$ cat src/rtl/lcdc_pkg.sv
package lcdc_pkg;
    localparam int ADDR_W   = 12;
    localparam int DATA_W   = 32;
    localparam int CTRL_W   = 12;
    localparam int GEOM_W   = 11;
    localparam int N_TIMING = 4;
    localparam logic [ADDR_W-1:0] ID_BASE = 12'hFE0;

    typedef enum logic [3:0] {
        SEL_NONE, SEL_TIM, SEL_UBASE, SEL_LBASE, SEL_MASK, SEL_CTRL,
        SEL_RAW, SEL_MSKD, SEL_CLR, SEL_CUR, SEL_ID
    } reg_sel_e;

    typedef struct packed {
        logic       power;
        logic       be_pix;
        logic       be_byte;
        logic       bgr;
        logic [2:0] bpp;
        logic       enable;
    } ctrl_fields_t;

    function automatic ctrl_fields_t unpack_ctrl(input logic [CTRL_W-1:0] w);
        ctrl_fields_t f;
        f.enable  = w[0];
        f.bpp     = w[3:1];
        f.bgr     = w[8];
        f.be_byte = w[9];
        f.be_pix  = w[10];
        f.power   = w[11];
        return f;
    endfunction

    function automatic logic [7:0] id_byte(input logic newer, input logic [2:0] idx);
        logic [7:0] b;
        case (idx)
            3'd0:    b = newer ? 8'h11 : 8'h10;
            3'd1:    b = 8'h11;
            3'd2:    b = newer ? 8'h24 : 8'h04;
            3'd3:    b = 8'h00;
            3'd4:    b = 8'h0D;
            3'd5:    b = 8'hF0;
            3'd6:    b = 8'h05;
            default: b = 8'hB1;
        endcase
        return b;
    endfunction
endpackage

$ cat src/rtl/lcdc_addr_dec.sv
module lcdc_addr_dec
    import lcdc_pkg::*;
#(
    parameter bit NEW_MAP = 1'b0
) (
    input  logic [ADDR_W-1:0] addr,
    output reg_sel_e          sel,
    output logic [2:0]        idx
);
    localparam logic [9:0] WORD_A = 10'd6;
    localparam logic [9:0] WORD_B = 10'd7;

    reg_sel_e sel_a;
    reg_sel_e sel_b;
    logic [9:0] word;
    logic unused_addr;

    generate
        if (NEW_MAP) begin : g_new
            assign sel_a = SEL_CTRL;
            assign sel_b = SEL_MASK;
        end else begin : g_old
            assign sel_a = SEL_MASK;
            assign sel_b = SEL_CTRL;
        end
    endgenerate

    assign word        = addr[ADDR_W-1:2];
    assign unused_addr = ^addr[1:0];

    always_comb begin
        sel = SEL_NONE;
        idx = 3'd0;
        if (addr >= ID_BASE) begin
            sel = SEL_ID;
            idx = addr[4:2];
        end else if (word < 10'(N_TIMING)) begin
            sel = SEL_TIM;
            idx = {1'b0, word[1:0]};
        end else begin
            case (word)
                10'd4:   sel = SEL_UBASE;
                10'd5:   sel = SEL_LBASE;
                WORD_A:  sel = sel_a;
                WORD_B:  sel = sel_b;
                10'd8:   sel = SEL_RAW;
                10'd9:   sel = SEL_MSKD;
                10'd10:  sel = SEL_CLR;
                10'd11,
                10'd12:  sel = SEL_CUR;
                default: sel = SEL_NONE;
            endcase
        end
    end
endmodule

$ cat src/rtl/lcdc_irq.sv
module lcdc_irq #(
    parameter int IRQ_W = 4
) (
    input  logic             clk,
    input  logic             rst,
    input  logic [IRQ_W-1:0] set_i,
    input  logic             mask_we,
    input  logic             clr_we,
    input  logic [IRQ_W-1:0] wdata,
    output logic [IRQ_W-1:0] mask_q,
    output logic [IRQ_W-1:0] status_q,
    output logic             irq
);
    logic [IRQ_W-1:0] clr_bits;

    assign clr_bits = clr_we ? wdata : '0;

    always_ff @(posedge clk) begin
        if (rst) begin
            mask_q   <= '0;
            status_q <= '0;
        end else begin
            if (mask_we) mask_q <= wdata;
            status_q <= (status_q & ~clr_bits) | set_i;
        end
    end

    assign irq = |(status_q & mask_q);
endmodule

$ cat src/rtl/lcdc_geom.sv
module lcdc_geom
    import lcdc_pkg::*;
(
    input  logic [DATA_W-1:0] tim0,
    input  logic [DATA_W-1:0] tim1,
    output logic [GEOM_W-1:0] width,
    output logic [GEOM_W-1:0] height
);
    logic [GEOM_W-1:0] word_units;
    logic unused_geom;

    // pixels per line advance in groups of 16
    assign word_units  = GEOM_W'(tim0[7:2]) + GEOM_W'(1);
    assign width       = word_units << 4;
    assign height      = GEOM_W'(tim1[9:0]) + GEOM_W'(1);
    assign unused_geom = ^{tim0[DATA_W-1:8], tim0[1:0], tim1[DATA_W-1:10]};
endmodule

$ cat src/rtl/lcd_regif.sv
module lcd_regif
    import lcdc_pkg::*;
#(
    parameter bit NEW_MAP = 1'b0,
    parameter int IRQ_W   = 4
) (
    input  logic              clk,
    input  logic              rst,
    input  logic              psel,
    input  logic              penable,
    input  logic              pwrite,
    input  logic [ADDR_W-1:0] paddr,
    input  logic [DATA_W-1:0] pwdata,
    output logic [DATA_W-1:0] prdata,
    input  logic [IRQ_W-1:0]  int_set,
    output logic              irq,
    output logic              disp_en,
    output logic [2:0]        bpp_mode,
    output logic              bgr,
    output logic              be_byte,
    output logic              be_pixel,
    output logic [GEOM_W-1:0] panel_width,
    output logic [GEOM_W-1:0] panel_height,
    output logic [DATA_W-1:0] upper_base,
    output logic [DATA_W-1:0] lower_base,
    output logic              cfg_pulse
);
    reg_sel_e          sel;
    logic [2:0]        idx;
    logic              wr;
    logic [DATA_W-1:0] timing_q [N_TIMING];
    logic [DATA_W-1:0] ubase_q;
    logic [DATA_W-1:0] lbase_q;
    logic [CTRL_W-1:0] ctrl_q;
    logic [IRQ_W-1:0]  mask_q;
    logic [IRQ_W-1:0]  status_q;
    logic              pulse_q;
    ctrl_fields_t      cf;

    assign wr = psel && penable && pwrite;

    lcdc_addr_dec #(.NEW_MAP(NEW_MAP)) dec_i (
        .addr (paddr),
        .sel  (sel),
        .idx  (idx)
    );

    generate
        for (genvar t = 0; t < N_TIMING; t++) begin : g_tim
            always_ff @(posedge clk) begin
                if (rst)
                    timing_q[t] <= '0;
                else if (wr && sel == SEL_TIM && idx == 3'(t))
                    timing_q[t] <= pwdata;
            end
        end
    endgenerate

    always_ff @(posedge clk) begin
        if (rst) begin
            ubase_q <= '0;
            lbase_q <= '0;
            ctrl_q  <= '0;
            pulse_q <= 1'b0;
        end else begin
            if (wr && sel == SEL_UBASE) ubase_q <= pwdata;
            if (wr && sel == SEL_LBASE) lbase_q <= pwdata;
            if (wr && sel == SEL_CTRL)  ctrl_q  <= pwdata[CTRL_W-1:0];
            pulse_q <= wr && (sel == SEL_TIM || sel == SEL_CTRL);
        end
    end

    lcdc_irq #(.IRQ_W(IRQ_W)) irq_i (
        .clk      (clk),
        .rst      (rst),
        .set_i    (int_set),
        .mask_we  (wr && sel == SEL_MASK),
        .clr_we   (wr && sel == SEL_CLR),
        .wdata    (pwdata[IRQ_W-1:0]),
        .mask_q   (mask_q),
        .status_q (status_q),
        .irq      (irq)
    );

    lcdc_geom geom_i (
        .tim0   (timing_q[0]),
        .tim1   (timing_q[1]),
        .width  (panel_width),
        .height (panel_height)
    );

    always_comb begin
        case (sel)
            SEL_TIM:   prdata = timing_q[idx[1:0]];
            SEL_UBASE: prdata = ubase_q;
            SEL_LBASE: prdata = lbase_q;
            SEL_MASK:  prdata = DATA_W'(mask_q);
            SEL_CTRL:  prdata = DATA_W'(ctrl_q);
            SEL_RAW:   prdata = DATA_W'(status_q);
            SEL_MSKD:  prdata = DATA_W'(status_q & mask_q);
            SEL_ID:    prdata = DATA_W'(id_byte(NEW_MAP, idx));
            default:   prdata = '0;
        endcase
    end

    assign cf         = unpack_ctrl(ctrl_q);
    assign disp_en    = cf.enable && cf.power;
    assign bpp_mode   = cf.bpp;
    assign bgr        = cf.bgr;
    assign be_byte    = cf.be_byte;
    assign be_pixel   = cf.be_pix;
    assign upper_base = ubase_q;
    assign lower_base = lbase_q;
    assign cfg_pulse  = pulse_q;
endmodule

$ cat config.mk
export PLATFORM = sky130hd
export DESIGN_NAME = lcd_regif
export DESIGN_NICKNAME = d
export VERILOG_FILES = /design/src/rtl/lcdc_pkg.sv /design/src/rtl/lcdc_addr_dec.sv /design/src/rtl/lcdc_irq.sv /design/src/rtl/lcdc_geom.sv /design/src/rtl/lcd_regif.sv
export SDC_FILE = /design/constraint.sdc
export NUM_CORES = 1
export LEC_CHECK = 0
export ABC_AREA = 1
export BUFFER_PORTS_ARGS = -buffer_cell sky130_fd_sc_hd__buf_2
export CELL_PAD_IN_SITES_DETAIL_PLACEMENT = 2
export CELL_PAD_IN_SITES_GLOBAL_PLACEMENT = 2
export CORE_MARGIN = 2
export CORE_UTILIZATION = 30
export CTS_BUF_LIST = sky130_fd_sc_hd__clkbuf_16
export DETAILED_ROUTE_END_ITERATION = 10
export GPL_ROUTABILITY_DRIVEN = 0
export PLACE_DENSITY = 0.74
export SLEW_MARGIN = 20
export SYNTH_ARGS = -nofsm -noshare
export SYNTH_HDL_FRONTEND = slang
export SYNTH_SLANG_ARGS = --single-unit
$ cat constraint.sdc
create_clock -name clk -period 4.5 [get_ports clk]
set_clock_uncertainty 0.2 [all_clocks]
set_input_delay 1.125 -clock clk [delete_from_list [all_inputs] [get_ports clk]]
set_output_delay 1.125 -clock clk [all_outputs]
set_load 0.01 [all_outputs]
==> reports/qor.yml, run 1 <==
place_area_um2: 11550
dp_slack_ps: 68.01
seq_area_frac_synth_pct: 55.30
root_buffer: "clkbuf_16"
period_needed_ps: 4347
crit_family: "simple AND/OR/NAND/NOR gates"
cts_buffer_depth: 3
syn_inst: 1223
fmax_mhz: 230.1
powerDensity_nw_per_um2: 352.2
cp-start-kind: "primary input"
grt-ovfl-total: 0
start_util_pct: 30.67
ys_warn_count: 0
synth-seq-cells: 213
postLayoutCellArea_um2: 12390
area_growth_pct: 23.59
clk_pin_slew_worst_paths_ps: 60
synth_area_um2: 10030
max_stage_delay_ps: 330
path_buf_inv: 5
portBuffers: 173
grt_pass1_wl_mm: 59.17
cts_buffers: 25
slew_viol_final: 0
instances_no_fill: 1868
rsz0062_at_grt: "false"
dp_hpwl_mm: 26.27
critPathKind: "primary input to primary output"
fp.dieH_um: 186.8
path_cells: "buf_2 -> nor2_1 -> nand3_1 -> o21ai_2 -> nand2_2 -> inv_1 -> nand3b_1 -> buf_12 -> o21ai_0 -> inv_1 -> nand2_1 -> buf_2"
ys_types: 32
worstPathArrival_ps: 3020
post_drt_wl_per_cell_um: 20.40
setup_viol: 0
num_vias: 9135
drive_gt1_share_pct: 20.97
hold_path_class: "flip-flop to flip-flop"
rr_worst_depth: 2
die_width_um: 186.8
rows: 66
clk_latency_ps: 530
post-place-cells: 1820
finish.net_count: 1462
critPathMaxFanout: 13
p_leak_nw: 5.435
drc: 0
synth_area_leaders: "edfxtp_1 38%, dfxtp_1 17%, nand2_1 11%"
worst_slew_pin_slew_ps: 1015
peakVddDrop_v: 0.0001992
setup-tns-final_ps: 0
grt_start_max_net_pins: 42
cap_violations: 0
core_area_um2: 32700
hold_ws_ps: 260.5
num_antenna_cells: 0
track_usage_pct: 21.69
cts_tree: "built"
grt_pass1_vias: 9861
die_area_um2: 34910
via_per_inst: 4.890
post-route-period-util_pct: 96.59
cts_htree_levels: 1
wl_mm: 38.12
slowest_stage: "o21ai_2"
yosys.area.top_type: "edfxtp_1"
netlist.area_leader.share_pct: 38.33
dr.pass1.iters: 4
io_pins: 180
grt_antenna_before_repair: 0
cts.sinks: 213
status: "complete, no violations"
slew-limit-headroom_pct: 32.09
post-route-util_pct: 37.90
timing.final.ws_setup_ps: 153.5
hold_viol: 0
synth.avg_cell_area_um2: 8.200
crit_required_ps: 3170
postRouteAntennaNets: 0
drt_iter0_markers: 462
cp_num_cells: 12
fin_total_pwr_mw: 4.365
worstHoldPathCells: 2
end_kind: "primary output"
[metal layers]
metal	vias to the layer above	part of all wire, %	global-route usage [%]
met2	169	50	38.25
met1	4633	45	28.89
met4	0	1.3	3.632
met3	30	3.5	2.683
li1	4303	-	-
met5	-	0	0
[registers in the layout (all words and copies together), names as in the netlist]
name / flops
timing_q: 128
lower_base: 32
upper_base: 32
ctrl_q: 12
irq_i.mask_q: 4
irq_i.status_q: 4
cfg_pulse: 1
[layout make-up]
class / count / area (µm²)
clock inverters: 21 / 166.4
repair buffers: 217 / 1309
multi-input cells: 816 / 3687
well taps: 442 / 553.0
clock buffers: 25 / 625.6
flip-flops and latches: 213 / 5545
fillers: 3790 / 20310
inverters: 134 / 508.0
[path summary, 6_finish.rpt]
check / startpoint / endpoint / slack (ps)
hold / removal: ctrl_q[6] / ctrl_q[6] / 260
setup / recovery: paddr[6] / prdata[30] / 150
hold reg to reg: ctrl_q[6] / ctrl_q[6] / 260
setup reg to reg: upper_base[31] / upper_base[31] / 3560
[where the power goes]
group | internal, mW | switching [mW] | leakage (nW) | total, mW
combinational | 0.0624 | 0.160 | 3.13 | 0.223
clock | 1.13 | 0.858 | 0.404 | 1.99
sequential | 2.12 | 0.0266 | 1.90 | 2.15
total | 3.32 | 1.05 | 5.43 | 4.36
[Yosys cell counts (all sizes together)]
master  instances
a21oi          57
buf            42
clkbuf         21
clkinv          1
conb            1
dfxtp          85
edfxtp        128
ha              2
inv           133
nand2         303
nand3          47
nand3b          2
nand4          28
nor2          236
nor3            5
nor3b           2
o211ai          1
o21a            1
o21ai         116
xor2           12
[repair_timing]
action	in CTS	in global routing
setup buffers	0	2
endpoints found under the hold margin	0	0
hold buffers	0	0
resized for setup	0	8
endpoints found under the setup margin	0	26
[cells in the final DEF, fill, tap and decap left out, types with 9 or more instances in the layout]
| master | count |
|---|---|
| buf_4 | 35 |
| nand4_1 | 28 |
| nand3_1 | 45 |
| inv_1 | 128 |
| a21oi_1 | 55 |
| buf_2 | 173 |
| xor2_1 | 12 |
| o21ai_1 | 24 |
| buf_12 | 9 |
| nor2_1 | 223 |
| dfxtp_1 | 85 |
| o21ai_0 | 88 |
| clkbuf_16 | 25 |
| nor2_4 | 9 |
| edfxtp_1 | 128 |
| nand2_1 | 288 |
| nand2_2 | 13 |
[worst register-to-register path: stages, from the launching register on]
cell,delay [ps]
dfxtp_1,420
inv_1,90
a21oi_1,160
[cell families (layout without fill, tap and decap cells)]
kind of cell | Yosys count | after routing | share of synthesized area [%]
AND/OR/NAND/NOR | 623 | 623 | 25.96
flip-flops | 213 | 213 | 55.30
buffers and inverters | 197 | 397 | 8.472
AO/OA/AOI/OAI | 175 | 175 | 8.933
XOR/XNOR | 12 | 12 | 1.048
adder cells (fa/ha/maj) | 2 | 2 | 0.2495
other | 1 | 4 | 0.03739
Power figures use the tool's default switching activity.
==> run 2, diff against run 1 <==
--- a/config.mk
+++ b/config.mk
@@ -15,7 +15,9 @@
 export DETAILED_ROUTE_END_ITERATION = 10
 export GPL_ROUTABILITY_DRIVEN = 0
 export PLACE_DENSITY = 0.74
+export RECOVER_POWER = 50
 export SLEW_MARGIN = 20
 export SYNTH_ARGS = -nofsm -noshare
 export SYNTH_HDL_FRONTEND = slang
+export SYNTH_HIERARCHICAL = 1
 export SYNTH_SLANG_ARGS = --single-unit
==> reports/qor.yml, run 2 <==
status: "complete, no violations"
synth_edf_count: 128
holdPathEnd: "irq_i/status_q[2]"
p_leak_nw: 5.493
portBuffers: 173
io_pins: 180
final_common_cell: "nand2_1"
cts_tree: "built"
combPwrFrac_pct: 5.2
slew-limit-headroom_pct: 9.201
root_buffer: "clkbuf_16"
crit_required_ps: 3170
reg2reg_from: "ctrl_q[8]"
seq_area_frac_synth_pct: 53.71
regMostFlops: "timing_q"
fmax_mhz: 228.6
async_flop_share_pct: 0
fill_cells: 3992
period_needed_ps: 4375
largest_register_ff_count: 128
critPathKind: "primary input to primary output"
post_drt_wl_per_cell_um: 19.99
drc: 0
grt_start_max_net_pins: 34
cap_violations: 0
post-place-cells: 1888
powerDensity_nw_per_um2: 335.1
hp-start: "irq_i/status_q[2]"
grt_pass1_vias: 10246
via_per_inst: 4.797
cts_buffers: 24
final_cell_mix: "361 x nand2_1, 325 x nor2_1, 128 x edfxtp_1"
hold_viol: 0
finish.net_count: 1527
ff2ff_setup_slack_ps: 3540
setup_viol: 0
track_usage_pct: 21.51
clk_latency_ps: 520
post-route-util_pct: 37.33
yosys.area.top_type: "edfxtp_1"
synth_area_leaders: "edfxtp_1 37%, dfxtp_1 16%, nand2_1 13%"
area_growth_pct: 21.86
p_sw_share_pct: 23.76
dp_hpwl_mm: 26.75
rr_worst_depth: 2
critPathMaxFanout: 12
postLayoutCellArea_um2: 12580
cp-start-kind: "primary input"
post-route-period-util_pct: 97.22
synth-seq-cells: 213
multiInputGateArea_um2: 3936
dr.pass1.iters: 4
worstPathArrival_ps: 3050
drt_iter0_markers: 503
place_area_um2: 11970
netlist.area_leader.share_pct: 37.23
core_area_um2: 33700
worst_slew_pin_slew_ps: 1362
dp_slack_ps: 66.10
drive_gt1_share_pct: 14.36
yosysMostFrequentCell: "nand2_1"
power.switching_mw: 1.002
synth_flop_cell: "edfxtp_1"
clk_pin_slew_worst_paths_ps: 60
fin_total_pwr_mw: 4.216
cts_htree_levels: 1
peakVddDrop_v: 0.0002323
hold_path_class: "flip-flop to flip-flop"
postRouteAntennaNets: 0
grt-ovfl-total: 0
cts_buffer_depth: 3
start_util_pct: 30.63
worstReg2RegEnd: "ctrl_q[8]"
fp.dieH_um: 189.5
pwr-share-clk_pct: 43.7
ff_latch_area_um2: 5545
timing.final.ws_setup_ps: 124.9
die_area_um2: 35910
num_vias: 9296
synth_common_cells: "364 x nand2_1, 322 x nor2_1, 128 x edfxtp_1, 94 x inv_1, 85 x dfxtp_1"
wl_mm: 38.74
setup-tns-final_ps: 0
cts.sinks: 213
worstHoldPathCells: 2
grt_antenna_before_repair: 0
num_antenna_cells: 0
syn_inst: 1281
instances_no_fill: 1938
end_kind: "primary output"
slew_viol_final: 0
synth.avg_cell_area_um2: 8.059
hold_ws_ps: 289.9
synth_area_um2: 10320
grt_pass1_wl_mm: 59.71
internal_power_mw: 3.214
ys_types: 36
rows: 67
p_seq_share_pct: 51.1
ys_warn_count: 6
die_width_um: 189.5
## run 2: cell types whose count changed after synthesis, sizes merged, moves of 15 or more
cell	delta
nand2	+69
nor2	+101
a21oi	-45
buf	+15
inv	-31
o21ai	-33
## run 2: worst max-delay path by stage
stage / startpoint / to / slack, ps / depth (start not counted)
finish: paddr[4] / prdata[6] / 120 / 15
floorplan: paddr[4] / timing_q[0][0] / -690 / 12
global route: paddr[4] / prdata[6] / -4 / 15
detailed placement: paddr[4] / prdata[6] / 70 / 15
CTS: paddr[7] / prdata[11] / 30 / 15
global placement: paddr[7] / prdata[11] / 110 / 15
## run 2: power by group through the flow
stage	registers, mW	logic, mW	clock network, mW
detailed placement	2.19	0.228	0
floorplan	2.19	0.115	0
CTS	2.15	0.229	1.89
finish	2.15	0.221	1.84
global placement	2.19	0.222	0
global route	2.16	0.245	1.96
## run 2: kinds of logic (layout without fill, tap and decap cells)
group / after synthesis / in the layout / synth area share, %
other: 1 / 4 / 0.03632
adders and majority gates: 2 / 2 / 0.2424
AOI/OAI and AO/OA: 99 / 99 / 5.054
xor gates and xnor gates: 9 / 9 / 0.7636
DFF: 213 / 213 / 53.71
and+or+nand+nor: 787 / 787 / 32.25
buffers and inverters: 170 / 376 / 7.938
## run 2: critical path, cell delays in order
cell and delay [ps]:
buf_2 110, inv_1 80, nand2_1 130, nand2_1 90, nor2_1 90, nor2_1 50
nor2_1 180, inv_2 140, nor2_8 170, nand2_4 100, clkinvlp_4 150, buf_12 170
nand2_1 130, nand3_1 170, buf_2 160
## run 2: final cells by class
type | instances | area share, %
clock buffer | 24 | 4.774
clock inverter | 20 | 0.9448
inverter | 103 | 3.133
multi-input combinational | 901 | 31.29
sequential | 213 | 44.08
tap | 448 | 4.456
timing repair buffer | 229 | 11.33
## run 2: routing by layer
metal / wire length, µm / GRT usage, %
met1: 17640 / 28.75
met2: 19150 / 37.80
met3: 1292 / 2.614
met4: 657 / 3.667
met5: 0 / 0
## run 2: repair_timing
item	CTS	global route
gates resized for setup	0	7
endpoints found under the setup margin	0	29
hold endpoints to repair	0	0
buffers inserted	0	5
hold buffers	0	0
==> run 3, diff against run 2 <==
--- a/config.mk
+++ b/config.mk
@@ -5,18 +5,16 @@
 export SDC_FILE = /design/constraint.sdc
 export NUM_CORES = 1
 export LEC_CHECK = 0
-export ABC_AREA = 1
 export BUFFER_PORTS_ARGS = -buffer_cell sky130_fd_sc_hd__buf_2
 export CELL_PAD_IN_SITES_DETAIL_PLACEMENT = 2
 export CELL_PAD_IN_SITES_GLOBAL_PLACEMENT = 2
 export CORE_MARGIN = 2
-export CORE_UTILIZATION = 30
+export CORE_UTILIZATION = 33
 export CTS_BUF_LIST = sky130_fd_sc_hd__clkbuf_16
 export DETAILED_ROUTE_END_ITERATION = 10
 export GPL_ROUTABILITY_DRIVEN = 0
 export PLACE_DENSITY = 0.74
 export RECOVER_POWER = 50
-export SLEW_MARGIN = 20
 export SYNTH_ARGS = -nofsm -noshare
 export SYNTH_HDL_FRONTEND = slang
 export SYNTH_HIERARCHICAL = 1
==> constraint.sdc (replaced) <==
create_clock -name clk -period 4.5 [get_ports clk]
set_clock_uncertainty 0.2 [all_clocks]
set_input_delay 1.125 -clock clk [delete_from_list [all_inputs] [get_ports clk]]
set_output_delay 1.125 -clock clk [all_outputs]
set_load 0.02 [all_outputs]
==> reports/qor.yml, run 3 <==
status: "finished with violations"
failed_checks: "setup timing"
dp_slack_ps: -376.4
grt_pass1_wl_mm: 59.10
internal_power_mw: 3.217
wl_mm: 41.16
grt_start_max_net_pins: 77
clk_pin_slew_worst_paths_ps: 60
fill_cells: 3047
worst_slew_pin_slew_ps: 958.9
postRouteAntennaNets: 0
core_area_um2: 29560
syn_inst: 879
multiInputGateArea_um2: 4133
ff_latch_area_um2: 5545
rsz0062_at_grt: "true"
path_cells: "buf_8 -> nor4_4 -> nand3_2 -> a21oi_4 -> buf_12 -> buf_8 -> buf_4 -> nor2b_1 -> xor2_1 -> a222oi_1 -> o211ai_1 -> buf_4"
area_growth_pct: 33.87
yosysMostFrequentCell: "nand2_1"
slowest_stage: "nor2b_1"
hold_path_class: "flip-flop to flip-flop"
hold_ws_ps: 270.7
io_pins: 180
clk_latency_ps: 520
async_flop_share_pct: 0
cts_htree_levels: 1
cts_buffers: 25
final_common_cell: "nand2_1"
synth_area_um2: 9864
period_needed_ps: 4861
final_cell_mix: "139 x nand2_1, 128 x and2_1, 128 x edfxtp_1"
seq_area_frac_synth_pct: 56.22
track_usage_pct: 25.31
start_util_pct: 33.37
drc: 0
fmax_mhz: 205.7
worstPathArrival_ps: 3540
cts_tree: "built"
power.switching_mw: 1.042
dp_hpwl_mm: 24.86
dr.pass1.iters: 8
cts.sinks: 213
root_buffer: "clkbuf_16"
end_kind: "primary output"
post-route-period-util_pct: 108.0
fp.dieH_um: 176.9
ys_types: 57
grt_antenna_before_repair: 4
peakVddDrop_v: 0.0002097
regMostFlops: "timing_q"
setup_viol: 32
hold_viol: 0
slew_viol_final: 0
timing.final.ws_setup_ps: -361.0
ff2ff_setup_slack_ps: 3470
drt_iter0_markers: 739
die_area_um2: 31290
drive_gt1_share_pct: 28.19
grt_pass1_vias: 9160
finish.net_count: 1190
netlist.area_leader.share_pct: 38.96
setup-tns-final_ps: -7304
synth_edf_count: 128
max_stage_delay_ps: 350
postLayoutCellArea_um2: 13210
rows: 63
slew-limit-headroom_pct: 36.07
grt-ovfl-total: 0
synth.avg_cell_area_um2: 11.22
post_drt_wl_per_cell_um: 26.62
p_seq_share_pct: 50.7
via_per_inst: 5.471
combPwrFrac_pct: 5.7
critPathKind: "primary input to primary output"
crit_required_ps: 3170
synth_common_cells: "149 x nand2_1, 130 x and2_1, 128 x edfxtp_1, 85 x dfxtp_1, 67 x a21oi_1"
fin_total_pwr_mw: 4.258
synth_area_leaders: "edfxtp_1 39%, dfxtp_1 17%, and2_1 8.2%"
cts_buffer_depth: 3
p_leak_nw: 4.941
num_vias: 8458
ys_warn_count: 6
critPathMaxFanout: 5
synth-seq-cells: 213
cp-start-kind: "primary input"
p_sw_share_pct: 24.46
synth_flop_cell: "edfxtp_1"
pwr-share-clk_pct: 43.6
place_area_um2: 11790
cts-hold-fix-buffers: 0
cap_violations: 0
portBuffers: 173
powerDensity_nw_per_um2: 322.5
largest_register_ff_count: 128
yosys.area.top_type: "edfxtp_1"
die_width_um: 176.9
==> run 3: path summary, 6_finish.rpt <==
check                       from              to  depth (start not counted)
setup / recovery       paddr[10]       prdata[0]                         12
hold / removal    upper_base[24]  upper_base[24]                          2
setup reg to reg  lower_base[21]  lower_base[21]                          2
hold reg to reg   upper_base[24]  upper_base[24]                          2
==> run 3: through the flow <==
step | util (%) | cells
6_report | 44.67 | 1546
5_1_grt | 44.66 | 1545
4_1_cts | 44.27 | 1530
3_5_place_dp | 39.88 | 1458
3_3_place_gp | 39.88 | 1458
2_1_floorplan | - | 882
==> run 3: layout make-up <==
| class | instances | area share, % |
|---|---|---|
| multi-input combinational | 568 | 31.30 |
| tap | 390 | 3.695 |
| timing repair buffer | 298 | 16.70 |
| antenna | 3 | 0.05685 |
| clock buffer | 25 | 4.738 |
| inverter | 29 | 0.8243 |
| clock inverter | 20 | 0.7012 |
| sequential | 213 | 41.99 |
==> run 3: routing by layer <==
metal | global-route usage, % | wire length [µm] | vias to the layer above
met1 | 31.73 | 16410 | 4367
met2 | 45.08 | 21070 | 352
met4 | 7.782 | 1368 | 2
met5 | 0 | 7 | -
met3 | 3.544 | 2295 | 89
li1 | - | - | 3648
==> run 3: kinds of logic (layout without fill, tap and decap cells) <==
family                     count (synthesis)  count (layout)  share of synthesized area (%)
AOI/OAI and AO/OA                        126             126                          8.676
xor gates and xnor gates                  14              14                          1.243
adders and majority gates                  3               3                         0.3551
buffers and inverters                    101             372                          4.477
DFF                                      213             213                          56.22
muxes                                     51              51                          9.259
other                                      1               7                        0.03802
and+or+nand+nor                          370             370                          19.74
==> run 3: power by group through the flow <==
stage | Sequential, mW | Combinational (mW) | Clock [mW]
6_report | 2.16 | 0.243 | 1.86
5_1_grt | 2.16 | 0.256 | 1.96
4_1_cts | 2.16 | 0.235 | 1.86
3_5_place_dp | 2.20 | 0.223 | 0
3_3_place_gp | 2.19 | 0.217 | 0
2_1_floorplan | 2.18 | 0.107 | 0
==> run 3: timing repair <==
item                       CTS  global route
setup endpoints to repair   32            32
resized for setup           84            36
setup buffers               27            15
gates cloned                 2             1
pin swaps                   26            18
==> run 3: worst max-delay path, delay by kind of cell <==
| kind | cells | cell delay (ps) |
|---|---|---|
| AND/OR/NAND/NOR | 3 | 840 |
| XOR/XNOR | 1 | 140 |
| AO/OA/AOI/OAI | 3 | 710 |
| buffers and inverters | 5 | 710 |
